[config.mk]
export PLATFORM = sky130hd
export DESIGN_NAME = prfEngine
export DESIGN_NICKNAME = d
export VERILOG_FILES = /design/src/rtl/prf_pkg.sv /design/src/rtl/simonRoundCore.sv /design/src/rtl/prfDatapath.sv /design/src/rtl/prfControl.sv /design/src/rtl/prfEngine.sv
export SDC_FILE = /design/constraint.sdc
export NUM_CORES = 2
export LEC_CHECK = 0
export ABC_AREA = 1
export BUFFER_PORTS_ARGS = -buffer_cell sky130_fd_sc_hd__buf_2
export CAP_MARGIN = 30
export CORE_MARGIN = 2
export CORE_UTILIZATION = 29
export CTS_CLUSTER_DIAMETER = 50
export DETAILED_ROUTE_END_ITERATION = 8
export GPL_ROUTABILITY_DRIVEN = 0
export GPL_TIMING_DRIVEN = 1
export PLACE_DENSITY_LB_ADDON = 0.2
export SLEW_MARGIN = 20
export SYNTH_ARGS = -nofsm -noshare
export SYNTH_HDL_FRONTEND = slang
export SYNTH_SLANG_ARGS = --single-unit
[constraint.sdc]
create_clock -name clk -period 3.28 [get_ports clk]
set_input_delay 0.656 -clock clk [delete_from_list [all_inputs] [get_ports clk]]
set_output_delay 0.656 -clock clk [all_outputs]
set_load 0.02 [all_outputs]
[src/rtl/prf_pkg.sv]
package prf_pkg;
  localparam int WORD_W  = 64;
  localparam int BLOCK_W = 2 * WORD_W;
  localparam int ROUNDS  = 68;
  localparam int ZLEN    = 62;
  localparam logic [ZLEN-1:0] ZSEQ =
    62'b10101111011100000011010010011000101000010001111110010110110011;

  typedef enum logic [1:0] {SRC_LEN, SRC_LIVE, SRC_PEND, SRC_CTR} blkSrc_e;

  typedef enum logic [2:0] {
    ST_IDLE, ST_LEN_RUN, ST_MSG_RUN, ST_WAIT, ST_EXP_START, ST_EXP_RUN, ST_OUT
  } prfState_e;

  typedef struct packed {
    logic    keyWe;
    logic    capture;
    logic    capLen;
    logic    start;
    blkSrc_e src;
    logic    saveAbs;
    logic    ctrClr;
    logic    ctrInc;
  } ctrlStrobe_t;
endpackage

[src/rtl/simonRoundCore.sv]
module simonRoundCore
  import prf_pkg::*;
#(
  parameter int W      = WORD_W,
  parameter int NROUND = ROUNDS
) (
  input  logic           clk,
  input  logic           rstN,
  input  logic           start,
  input  logic [2*W-1:0] blockIn,
  input  logic [2*W-1:0] keyIn,
  output logic [2*W-1:0] blockOut,
  output logic           done
);
  localparam int RW = $clog2(NROUND + 1);

  logic [W-1:0]  xQ, yQ, kAQ, kBQ;
  logic [W-1:0]  fx, xNext, kTmp, kNext;
  logic [RW-1:0] rndQ;
  logic [5:0]    zIdx, zPos;
  logic          runQ, doneQ;

  function automatic logic [W-1:0] rol(input logic [W-1:0] v, input int s);
    return (v << s) | (v >> (W - s));
  endfunction

  function automatic logic [W-1:0] ror(input logic [W-1:0] v, input int s);
    return (v >> s) | (v << (W - s));
  endfunction

  always_comb begin
    fx    = (rol(xQ, 1) & rol(xQ, 8)) ^ rol(xQ, 2);
    xNext = yQ ^ fx ^ kAQ;
    zIdx  = (rndQ >= RW'(ZLEN)) ? 6'(rndQ - RW'(ZLEN)) : 6'(rndQ);
    zPos  = 6'(ZLEN - 1) - zIdx;
    kTmp  = ror(kBQ, 3) ^ ror(kBQ, 4);
    kNext = ~kAQ ^ W'(3) ^ W'(ZSEQ[zPos]) ^ kTmp;
  end

  always_ff @(posedge clk) begin
    if (!rstN) begin
      xQ <= '0; yQ <= '0; kAQ <= '0; kBQ <= '0;
      rndQ <= '0; runQ <= 1'b0; doneQ <= 1'b0;
    end else if (start) begin
      xQ    <= blockIn[2*W-1:W];
      yQ    <= blockIn[W-1:0];
      kAQ   <= keyIn[W-1:0];
      kBQ   <= keyIn[2*W-1:W];
      rndQ  <= '0;
      runQ  <= 1'b1;
      doneQ <= 1'b0;
    end else if (runQ) begin
      xQ    <= xNext;
      yQ    <= xQ;
      kAQ   <= kBQ;
      kBQ   <= kNext;
      rndQ  <= rndQ + RW'(1);
      runQ  <= (rndQ != RW'(NROUND - 1));
      doneQ <= (rndQ == RW'(NROUND - 1));
    end else begin
      doneQ <= 1'b0;
    end
  end

  assign blockOut = {xQ, yQ};
  assign done     = doneQ;
endmodule

[src/rtl/prfDatapath.sv]
module prfDatapath
  import prf_pkg::*;
#(
  parameter int LEN_W = 16,
  parameter int CTR_W = 32
) (
  input  logic               clk,
  input  logic               rstN,
  input  ctrlStrobe_t        strb,
  input  logic [BLOCK_W-1:0] keyIn,
  input  logic [LEN_W-1:0]   outBits,
  input  logic [BLOCK_W-1:0] msgData,
  input  logic               msgLast,
  output logic [BLOCK_W-1:0] outData,
  output logic               cipherDone,
  output logic               pendLast,
  output logic               noOutput,
  output logic               finalBlock
);
  localparam int NEED_W = LEN_W - 6;

  logic [BLOCK_W-1:0] keyQ, keyUse, pendQ, absQ, blkIn, cOut;
  logic [LEN_W-1:0]   lenQ;
  logic [CTR_W-1:0]   ctrQ;
  logic [NEED_W-1:0]  needBlocks;
  logic               lastQ;

  assign keyUse     = strb.keyWe ? keyIn : keyQ;
  assign needBlocks = {1'b0, lenQ[LEN_W-1:7]} + NEED_W'(|lenQ[6:0]);
  assign noOutput   = (needBlocks == '0);
  assign finalBlock = (ctrQ + CTR_W'(1)) == CTR_W'(needBlocks);
  assign pendLast   = lastQ;

  always_comb begin
    unique case (strb.src)
      SRC_LEN:  blkIn = BLOCK_W'(outBits);
      SRC_LIVE: blkIn = cOut ^ msgData;
      SRC_PEND: blkIn = cOut ^ pendQ;
      default:  blkIn = absQ ^ BLOCK_W'(ctrQ);
    endcase
  end

  always_ff @(posedge clk) begin
    if (!rstN) begin
      keyQ <= '0; pendQ <= '0; absQ <= '0; lenQ <= '0; ctrQ <= '0; lastQ <= 1'b0;
    end else begin
      if (strb.keyWe)   keyQ <= keyIn;
      if (strb.capture) begin
        pendQ <= msgData;
        lastQ <= msgLast;
      end
      if (strb.capLen)  lenQ <= outBits;
      if (strb.saveAbs) absQ <= cOut;
      if (strb.ctrClr)      ctrQ <= '0;
      else if (strb.ctrInc) ctrQ <= ctrQ + CTR_W'(1);
    end
  end

  simonRoundCore #(.W(WORD_W), .NROUND(ROUNDS)) uCore (
    .clk      (clk),
    .rstN     (rstN),
    .start    (strb.start),
    .blockIn  (blkIn),
    .keyIn    (keyUse),
    .blockOut (cOut),
    .done     (cipherDone)
  );

  assign outData = cOut;
endmodule

[src/rtl/prfControl.sv]
module prfControl
  import prf_pkg::*;
(
  input  logic        clk,
  input  logic        rstN,
  input  logic        keyLoad,
  input  logic        msgValid,
  input  logic        outReady,
  input  logic        cipherDone,
  input  logic        pendLast,
  input  logic        noOutput,
  input  logic        finalBlock,
  output ctrlStrobe_t strb,
  output logic        msgReady,
  output logic        outValid
);
  prfState_e stateQ, stateD;

  always_comb begin
    strb     = '0;
    msgReady = 1'b0;
    outValid = 1'b0;
    stateD   = stateQ;
    unique case (stateQ)
      ST_IDLE: begin
        msgReady   = 1'b1;
        strb.keyWe = keyLoad;
        if (msgValid) begin
          strb.capture = 1'b1;
          strb.capLen  = 1'b1;
          strb.start   = 1'b1;
          strb.src     = SRC_LEN;
          stateD       = ST_LEN_RUN;
        end
      end
      ST_LEN_RUN: if (cipherDone) begin
        strb.start = 1'b1;
        strb.src   = SRC_PEND;
        stateD     = ST_MSG_RUN;
      end
      ST_MSG_RUN: if (cipherDone) begin
        if (pendLast) begin
          strb.saveAbs = 1'b1;
          strb.ctrClr  = 1'b1;
          stateD       = noOutput ? ST_IDLE : ST_EXP_START;
        end else begin
          stateD = ST_WAIT;
        end
      end
      ST_WAIT: begin
        msgReady = 1'b1;
        if (msgValid) begin
          strb.capture = 1'b1;
          strb.start   = 1'b1;
          strb.src     = SRC_LIVE;
          stateD       = ST_MSG_RUN;
        end
      end
      ST_EXP_START: begin
        strb.start = 1'b1;
        strb.src   = SRC_CTR;
        stateD     = ST_EXP_RUN;
      end
      ST_EXP_RUN: if (cipherDone) stateD = ST_OUT;
      default: begin
        outValid = 1'b1;
        if (outReady) begin
          if (finalBlock) stateD = ST_IDLE;
          else begin
            strb.ctrInc = 1'b1;
            stateD      = ST_EXP_START;
          end
        end
      end
    endcase
  end

  always_ff @(posedge clk) begin
    if (!rstN) stateQ <= ST_IDLE;
    else       stateQ <= stateD;
  end
endmodule

[src/rtl/prfEngine.sv]
module prfEngine
  import prf_pkg::*;
#(
  parameter int LEN_W = 16,
  parameter int CTR_W = 32
) (
  input  logic               clk,
  input  logic               rstN,
  input  logic               keyLoad,
  input  logic [BLOCK_W-1:0] keyIn,
  input  logic [LEN_W-1:0]   outBits,
  input  logic               msgValid,
  input  logic [BLOCK_W-1:0] msgData,
  input  logic               msgLast,
  output logic               msgReady,
  output logic               outValid,
  output logic [BLOCK_W-1:0] outData,
  input  logic               outReady
);
  ctrlStrobe_t strb;
  logic cipherDone, pendLast, noOutput, finalBlock;

  prfControl uCtrl (
    .clk        (clk),
    .rstN       (rstN),
    .keyLoad    (keyLoad),
    .msgValid   (msgValid),
    .outReady   (outReady),
    .cipherDone (cipherDone),
    .pendLast   (pendLast),
    .noOutput   (noOutput),
    .finalBlock (finalBlock),
    .strb       (strb),
    .msgReady   (msgReady),
    .outValid   (outValid)
  );

  prfDatapath #(.LEN_W(LEN_W), .CTR_W(CTR_W)) uPath (
    .clk        (clk),
    .rstN       (rstN),
    .strb       (strb),
    .keyIn      (keyIn),
    .outBits    (outBits),
    .msgData    (msgData),
    .msgLast    (msgLast),
    .outData    (outData),
    .cipherDone (cipherDone),
    .pendLast   (pendLast),
    .noOutput   (noOutput),
    .finalBlock (finalBlock)
  );
endmodule

=== Yosys cells after proc, flatten, opt, wreduce, memory -nomap -nowiden ===
Memories as Yosys holds them, arrays and structs flattened.
Index checks and enable logic that the tools add are counted.
Widths: inputs -> output; s select.

* $add $sub $neg: 5
* $lt $le $gt $ge: 2
* Equality and inequality tests: 15
* Muxes and demuxes: 40
* Bitwise logic cells: 19
* Reduce and logical (&&, ||, !) cells: 12

{| class="wikitable"
|+ Operators by type and width
! cell !! count
|-
| $mux 64 || 8
|-
| $pmux 128 s3 || 1
|-
| $xor 64x64->64 || 5
|-
| $xor 128x128->128 || 2
|-
| $mux 128 || 1
|-
| $xor 128x32->128 || 1
|-
| $and 64x64->64 || 1
|-
| $not 64->64 || 1
|-
| $or 60x64->64 || 1
|-
| $or 61x64->64 || 1
|-
| $or 64x1->64 || 1
|-
| $or 64x2->64 || 1
|-
| $or 64x8->64 || 1
|-
| $xor 64x1->64 || 1
|-
| $mux 3 || 11
|-
| $add 32x1->32 const B || 1
|-
| $eq 32x10->1 || 1
|-
| $pmux 3 s6 || 1
|-
| $pmux 3 s4 || 1
|-
| $mux 1 || 11
|-
| $add 9x1->10 || 1
|-
| $logic_not 10->1 || 1
|-
| $add 7x1->7 const B || 1
|-
| $eq 7x7->1 const B || 1
|-
| other kinds (27) || 37
|}

* Register bits after elaboration: 701
* ROM bits: 64
* Input port bits: 278
* Output and inout bits: 130
* Memories: 1

{| class="wikitable"
|+ Memory list
! name !! words !! bits a word !! rd ports !! clocked after memory_dff !! wr ports !! RTL line !! source
|-
| (no name shown) || 64 || 1 || 1 || 0 || 0 || simonRoundCore.sv:37 || <nowiki>kNext = ~kAQ ^ W'(3) ^ W'(ZSEQ[zPos]) ^ kTmp;</nowiki>
|}

=== Logic depth before layout (Yosys ltp) ===
* Depth in word-level cells: 9
* Gate-level depth with buffers: 21
* Mapped depth without buffers: 21

=== Modules after synthesis ===
From an unflattened synthesis, not the netlist that was laid out.

* Cell total of the unflattened synthesis: 5,352
* Area, all modules: 36,402.4 um^2

{| class="wikitable"
|+ By module, submodules not included
! module !! instances !! cells an instance !! area each (um^2) !! seq. area each (um^2)
|-
| prfDatapath || 1 || 3,121 || 21,231.6 || 8,668.3
|-
| simonRoundCore || 1 || 2,175 || 14,866.8 || 5,305.1
|-
| prfControl || 1 || 56 || 304.0 || 60.1
|}

=== Worst setup path before layout ===
OpenSTA, ideal clock, no wires.

* Path kind: input-to-reg
* Start point: input msgValid
* End point: register uPath.uCore.xQ[35]
* Setup time: 0.071 ns
* Arrival: 2.964 ns
* Data required time: 3.209 ns
* Setup slack: 0.246 ns
* Stages on the path: 15
* Path through: clkbuf_1 > clkbuf_1 > nand2_1 > nand2_1 > inv_1 > ha_1 > buf_1 > nand2_1 > clkinv_1 > clkbuf_1 > buf_1 > o21ai_0 > o22ai_1 > o21ai_0 > a21oi_1

* Word-level cells in the longest chain between the ends: 5
* Elaborated cells between the ends (all ways): 9

{| class="wikitable"
|+ RTL lines
! item !! RTL line !! source
|-
| start, declared || prfEngine.sv:12 || <nowiki>input logic msgValid,</nowiki>
|-
| $mux 3 || prfControl.sv:52 || <nowiki>if (msgValid) begin</nowiki>
|-
| $pmux 3 s4 (*) || prfControl.sv:24 || <nowiki>unique case (stateQ)</nowiki>
|-
| $eq 2x2->1, or another cell as far along || prfDatapath.sv:35 || <nowiki>unique case (strb.src)</nowiki>
|-
| $pmux 128 s3 || prfDatapath.sv:35 ||
|-
| $mux 64 || simonRoundCore.sv:44 || <nowiki>end else if (start) begin</nowiki>
|-
| end signal, assigned || simonRoundCore.sv:45 || <nowiki>xQ <= blockIn[2*W-1:W];</nowiki>
|-
| end signal, assigned || simonRoundCore.sv:53 || <nowiki>xQ <= xNext;</nowiki>
|-
| end, declared || simonRoundCore.sv:17 || <nowiki>logic [W-1:0] xQ, yQ, kAQ, kBQ;</nowiki>
|}

Every way passes the cells marked *; elsewhere a longest branch is shown, timed or not.
A chain may end at the register's enable or synchronous reset.

=== Final worst setup path ===
* Start point: register uPath.uCore.rndQ[2]
* End point: register uPath.uCore.kBQ[0]

* Word-level cells in the longest chain between the ends: 9
* Elaborated cells between the ends (all ways): 10

{| class="wikitable"
|+ RTL lines
! item !! RTL line !! source
|-
| start, declared || simonRoundCore.sv:19 || <nowiki>logic [RW-1:0] rndQ;</nowiki>
|-
| start signal, assigned || simonRoundCore.sv:57 || <nowiki>rndQ <= rndQ + RW'(1);</nowiki>
|-
| $sub 6x6->6 or $ge 7x6->1 (tied branches) || simonRoundCore.sv:34 || <nowiki>zIdx = (rndQ >= RW'(ZLEN)) ? 6'(rndQ - RW'(ZLEN)) : 6'(rndQ);</nowiki>
|-
| $mux 6 (*) || simonRoundCore.sv:34 ||
|-
| $sub 6x6->6 (*) || simonRoundCore.sv:35 || <nowiki>zPos = 6'(ZLEN - 1) - zIdx;</nowiki>
|-
| $mem_v2 64x1 (*) || n/a ||
|-
| $mux 1 (not written as such) (*) || simonRoundCore.sv:37 ||
|-
| $xor 64x1->64 (*) || simonRoundCore.sv:37 ||
|-
| $xor 64x64->64 (*) || simonRoundCore.sv:37 ||
|-
| $mux 64 (*) || simonRoundCore.sv:52 || <nowiki>end else if (runQ) begin</nowiki>
|-
| $mux 64 (*) || simonRoundCore.sv:44 ||
|-
| end signal, assigned || simonRoundCore.sv:48 || <nowiki>kBQ <= keyIn[2*W-1:W];</nowiki>
|-
| end signal, assigned || simonRoundCore.sv:56 || <nowiki>kBQ <= kNext;</nowiki>
|-
| end, declared || simonRoundCore.sv:17 ||
|}

Every way passes the cells marked *; elsewhere a longest branch is shown, timed or not. The select of a mux whose other input is x is not followed.

==> results.json <==
{
  "outcome": "completed",
  "antenna_found_initial": 32,
  "dp_hpwl_um": 104500,
  "synth_common_cells": "803 x nand2_1, 701 x dfxtp_1, 636 x o21ai_0",
  "min_delay_worst_endpoint": "uPath.keyQ[43]",
  "worst_slew_pin_slew_ns": 0.8370,
  "critical_path_required_ns": 3.88,
  "finalWorstSetupSlack_ns": 0.3916,
  "grtUsageTotal_pct": 22.49,
  "relSlewSlack_pct": 44.20,
  "worst_r2r_path_depth": 20,
  "port_buffers": 407,
  "power.density_nw_per_um2": 851.7,
  "yosysTopAreaCellShare_pct": 39.07,
  "insertion_delay_ns": 0.73,
  "synth-async-reset-ratio_pct": 0,
  "hold_depth": 3,
  "crit_path_end_kind": "flip-flop",
  "ant_nets": 0,
  "firstDrtPassIters": 5,
  "grt.busiest_layer": "met2",
  "ys.flop_type": "dfxtp_1",
  "period_minus_slack_ns": 2.888,
  "skew_ns": 0.05128,
  "setup_viol": 0,
  "synth_warnings": 0,
  "drive_gt1_share_pct": 14.88,
  "core-area_um2": 123300,
  "drv_slew": 0,
  "startpoint_type": "flip-flop",
  "period_share_pct": 88.06,
  "synth_edf_count": 0,
  "tns_ns": 0,
  "cts_tree": "yes",
  "rr_endpoint": "uPath.uCore.kBQ[0]",
  "yosysTopAreaCell": "dfxtp_1",
  "vias": 34320,
  "synth.avg_cell_area_um2": 7.260,
  "htree_levels": 3,
  "grt_pass1_wl_um": 214100,
  "rsz0062_at_grt": "no",
  "reg2reg_slack_ns": 0.39,
  "io_pins": 408,
  "yosysMostFrequentCell": "nand2_1",
  "cts.repair.resized": 0,
  "synth.distinct_cells": 45,
  "max-cap-violations": 0,
  "die_h_um": 355.9,
  "cts.clk_slew.worst_paths_ns": 0.06,
  "start_util_pct": 29.13,
  "cp_data_arrival_time_ns": 3.48,
  "grt_overflow": 0,
  "p_leak_nw": 17.66,
  "nNetsFinal": 5547,
  "use_met1_pct": 30.79,
  "final_hold_viol_count": 0,
  "syn_to_final_growth_pct": 22.45,
  "cts_hold_buffers": 0,
  "use_met2_pct": 34.64,
  "drc": 0,
  "cts.path.max_buffers": 3,
  "rows": 129,
  "root_buffer": "clkbuf_16",
  "dp_slack_ns": 0.3398,
  "r2r_start": "uPath.uCore.rndQ[2]",
  "grtUsageMet3_pct": 6.054,
  "cts_setup_buffers": 0,
  "clock.fmax_mhz": 346.2,
  "cts_made_buffers": 111,
  "syn_area_um2": 35920,
  "chipWidth_um": 355.9,
  "first_global_vias": 31690,
  "clock_sink_count": 701,
  "peakVddDrop_v": 0.0004250,
  "grt_max_degree": 183,
  "worstPathMaxFanout": 8,
  "drt_iter0_drc": 2820,
  "drt_wl_total_um": 146800,
  "fin_hold_ws_ns": 0.1788,
  "die_area_um2": 126700,
  "seq_area_frac_synth_pct": 39.07,
  "hold_path.startpoint": "keyIn[43]",
  "wire_per_inst_um": 20.98,
  "syn_nets": 5238,
  "synthTopCellsByArea": "dfxtp_1 39%, o21ai_0 8.9%, nand2_1 8.4%, a21oi_1 6.5%, inv_1 5.7%",
  "crit_type": "reg -> reg",
  "synthCells": 4947,
  "vias_per_cell": 4.905,
  "hold_class": "in -> reg",
  "ys_ff_latch": 701
}
==> registers in the layout, indices dropped and copies added, names as in the netlist <==
register and count:
uPath.pendQ 128, uPath.uCore.runQ 1, uPath.pendLast 1, uPath.uCore.kAQ 64, uPath.keyQ 128, uCtrl.stateQ 3, uPath.uCore.kBQ 64, uPath.uCore.xQ 64
uPath.uCore.done 1, uPath.uCore.rndQ 7, uPath.ctrQ 32, uPath.lenQ 16, uPath.absQ 128, uPath.uCore.yQ 64
==> per-layer routing <==
metal  part of all wire (%)  routed length [um]  vias to the layer above
met5                   0.11                 161                        -
met4                    2.5                3661                       24
met3                    7.8               11450                      224
met2                     44               64090                      998
met1                     46               67430                    16060
li1                       -                   -                    17020
==> cell type report <==
| type | instances | area (um2) |
|---|---|---|
| Clock buffer | 137 | 3017 |
| Multi-Input combinational cell | 3372 | 18540 |
| Fill cell | 13200 | 79330 |
| Antenna cell | 11 | 27.53 |
| Clock inverter | 70 | 924.6 |
| Timing Repair Buffer | 509 | 3263 |
| Tap cell | 1637 | 2048 |
| Inverter | 561 | 2125 |
| Sequential cell | 701 | 14030 |
==> power breakdown <==
group	leakage (nW)	switching, mW	total, mW	internal, mW
registers	5.73	2.29	12.6	10.3
logic	10.0	7.74	12.3	4.59
clock network	1.93	4.75	12.5	7.79
total	17.7	14.8	37.5	22.7
==> worst max-delay path, stage by stage, from the launching register on <==
cell and delay, ns:
dfxtp_1 0.41, ha_1 0.25, nand2_1 0.08, inv_1 0.07
nand2_1 0.08, nand2_1 0.13, nand2_1 0.09, nand2_1 0.13
inv_1 0.14, ha_1 0.25, nand3b_1 0.16, nand2_1 0.22
nand2_1 0.09, o21ai_0 0.10, inv_1 0.07, nand2_1 0.06
nand3_1 0.13, nand2_1 0.09, nand2_1 0.05, nand3_1 0.07
a21oi_1 0.07
==> logic make-up after synthesis <==
kind of cell,count (synthesis),share of synthesized area [%]
xor+xnor,315,7.682
fa+ha+maj,13,0.4529
compound gates,1439,22.16
mux,158,4.522
buf+inv,874,9.462
flops,701,39.07
simple gates,1447,16.65
==> placed cells by master, fill, tap and decap left out, drive strengths merged, types with 55 or more instances in the layout <==
cell / n
o221ai: 55
mux2i: 124
a21oi: 468
nor2: 414
nand2: 813
inv: 571
nand3: 83
xnor2: 180
clkbuf: 137
xor2: 135
buf: 509
o22ai: 119
o21ai: 640
dfxtp: 701
==> worst max-delay path by stage <==
| stage | from | to | slack (ns) | cells past startpoint |
|---|---|---|---|---|
| after global routing | uPath.uCore.rndQ[1] | uPath.uCore.kBQ[0] | 0.07 | 21 |
| after CTS | uCtrl.stateQ[1] | outValid | 0.35 | 3 |
| final | uPath.uCore.rndQ[2] | uPath.uCore.kBQ[0] | 0.39 | 20 |
| after global placement | msgValid | uPath.uCore.xQ[43] | 0.40 | 12 |
| after detailed placement | msgValid | uPath.uCore.xQ[29] | 0.34 | 12 |
| after floorplan | msgValid | uPath.uCore.xQ[35] | 0.25 | 15 |
==> through the flow <==
step                      cell area (um2)  utilization, %  power (mW)  std cells
after global routing                43960           35.65       39.51       6991
after global placement              40010           32.45       25.00       6780
after CTS                           43950           35.64       37.74       6987
after detailed placement            40010           32.45       25.07       6780
after floorplan                     35920               -       20.06       4947
final                               43980           35.66       37.45       6998
(Power assumes the default switching activity.)
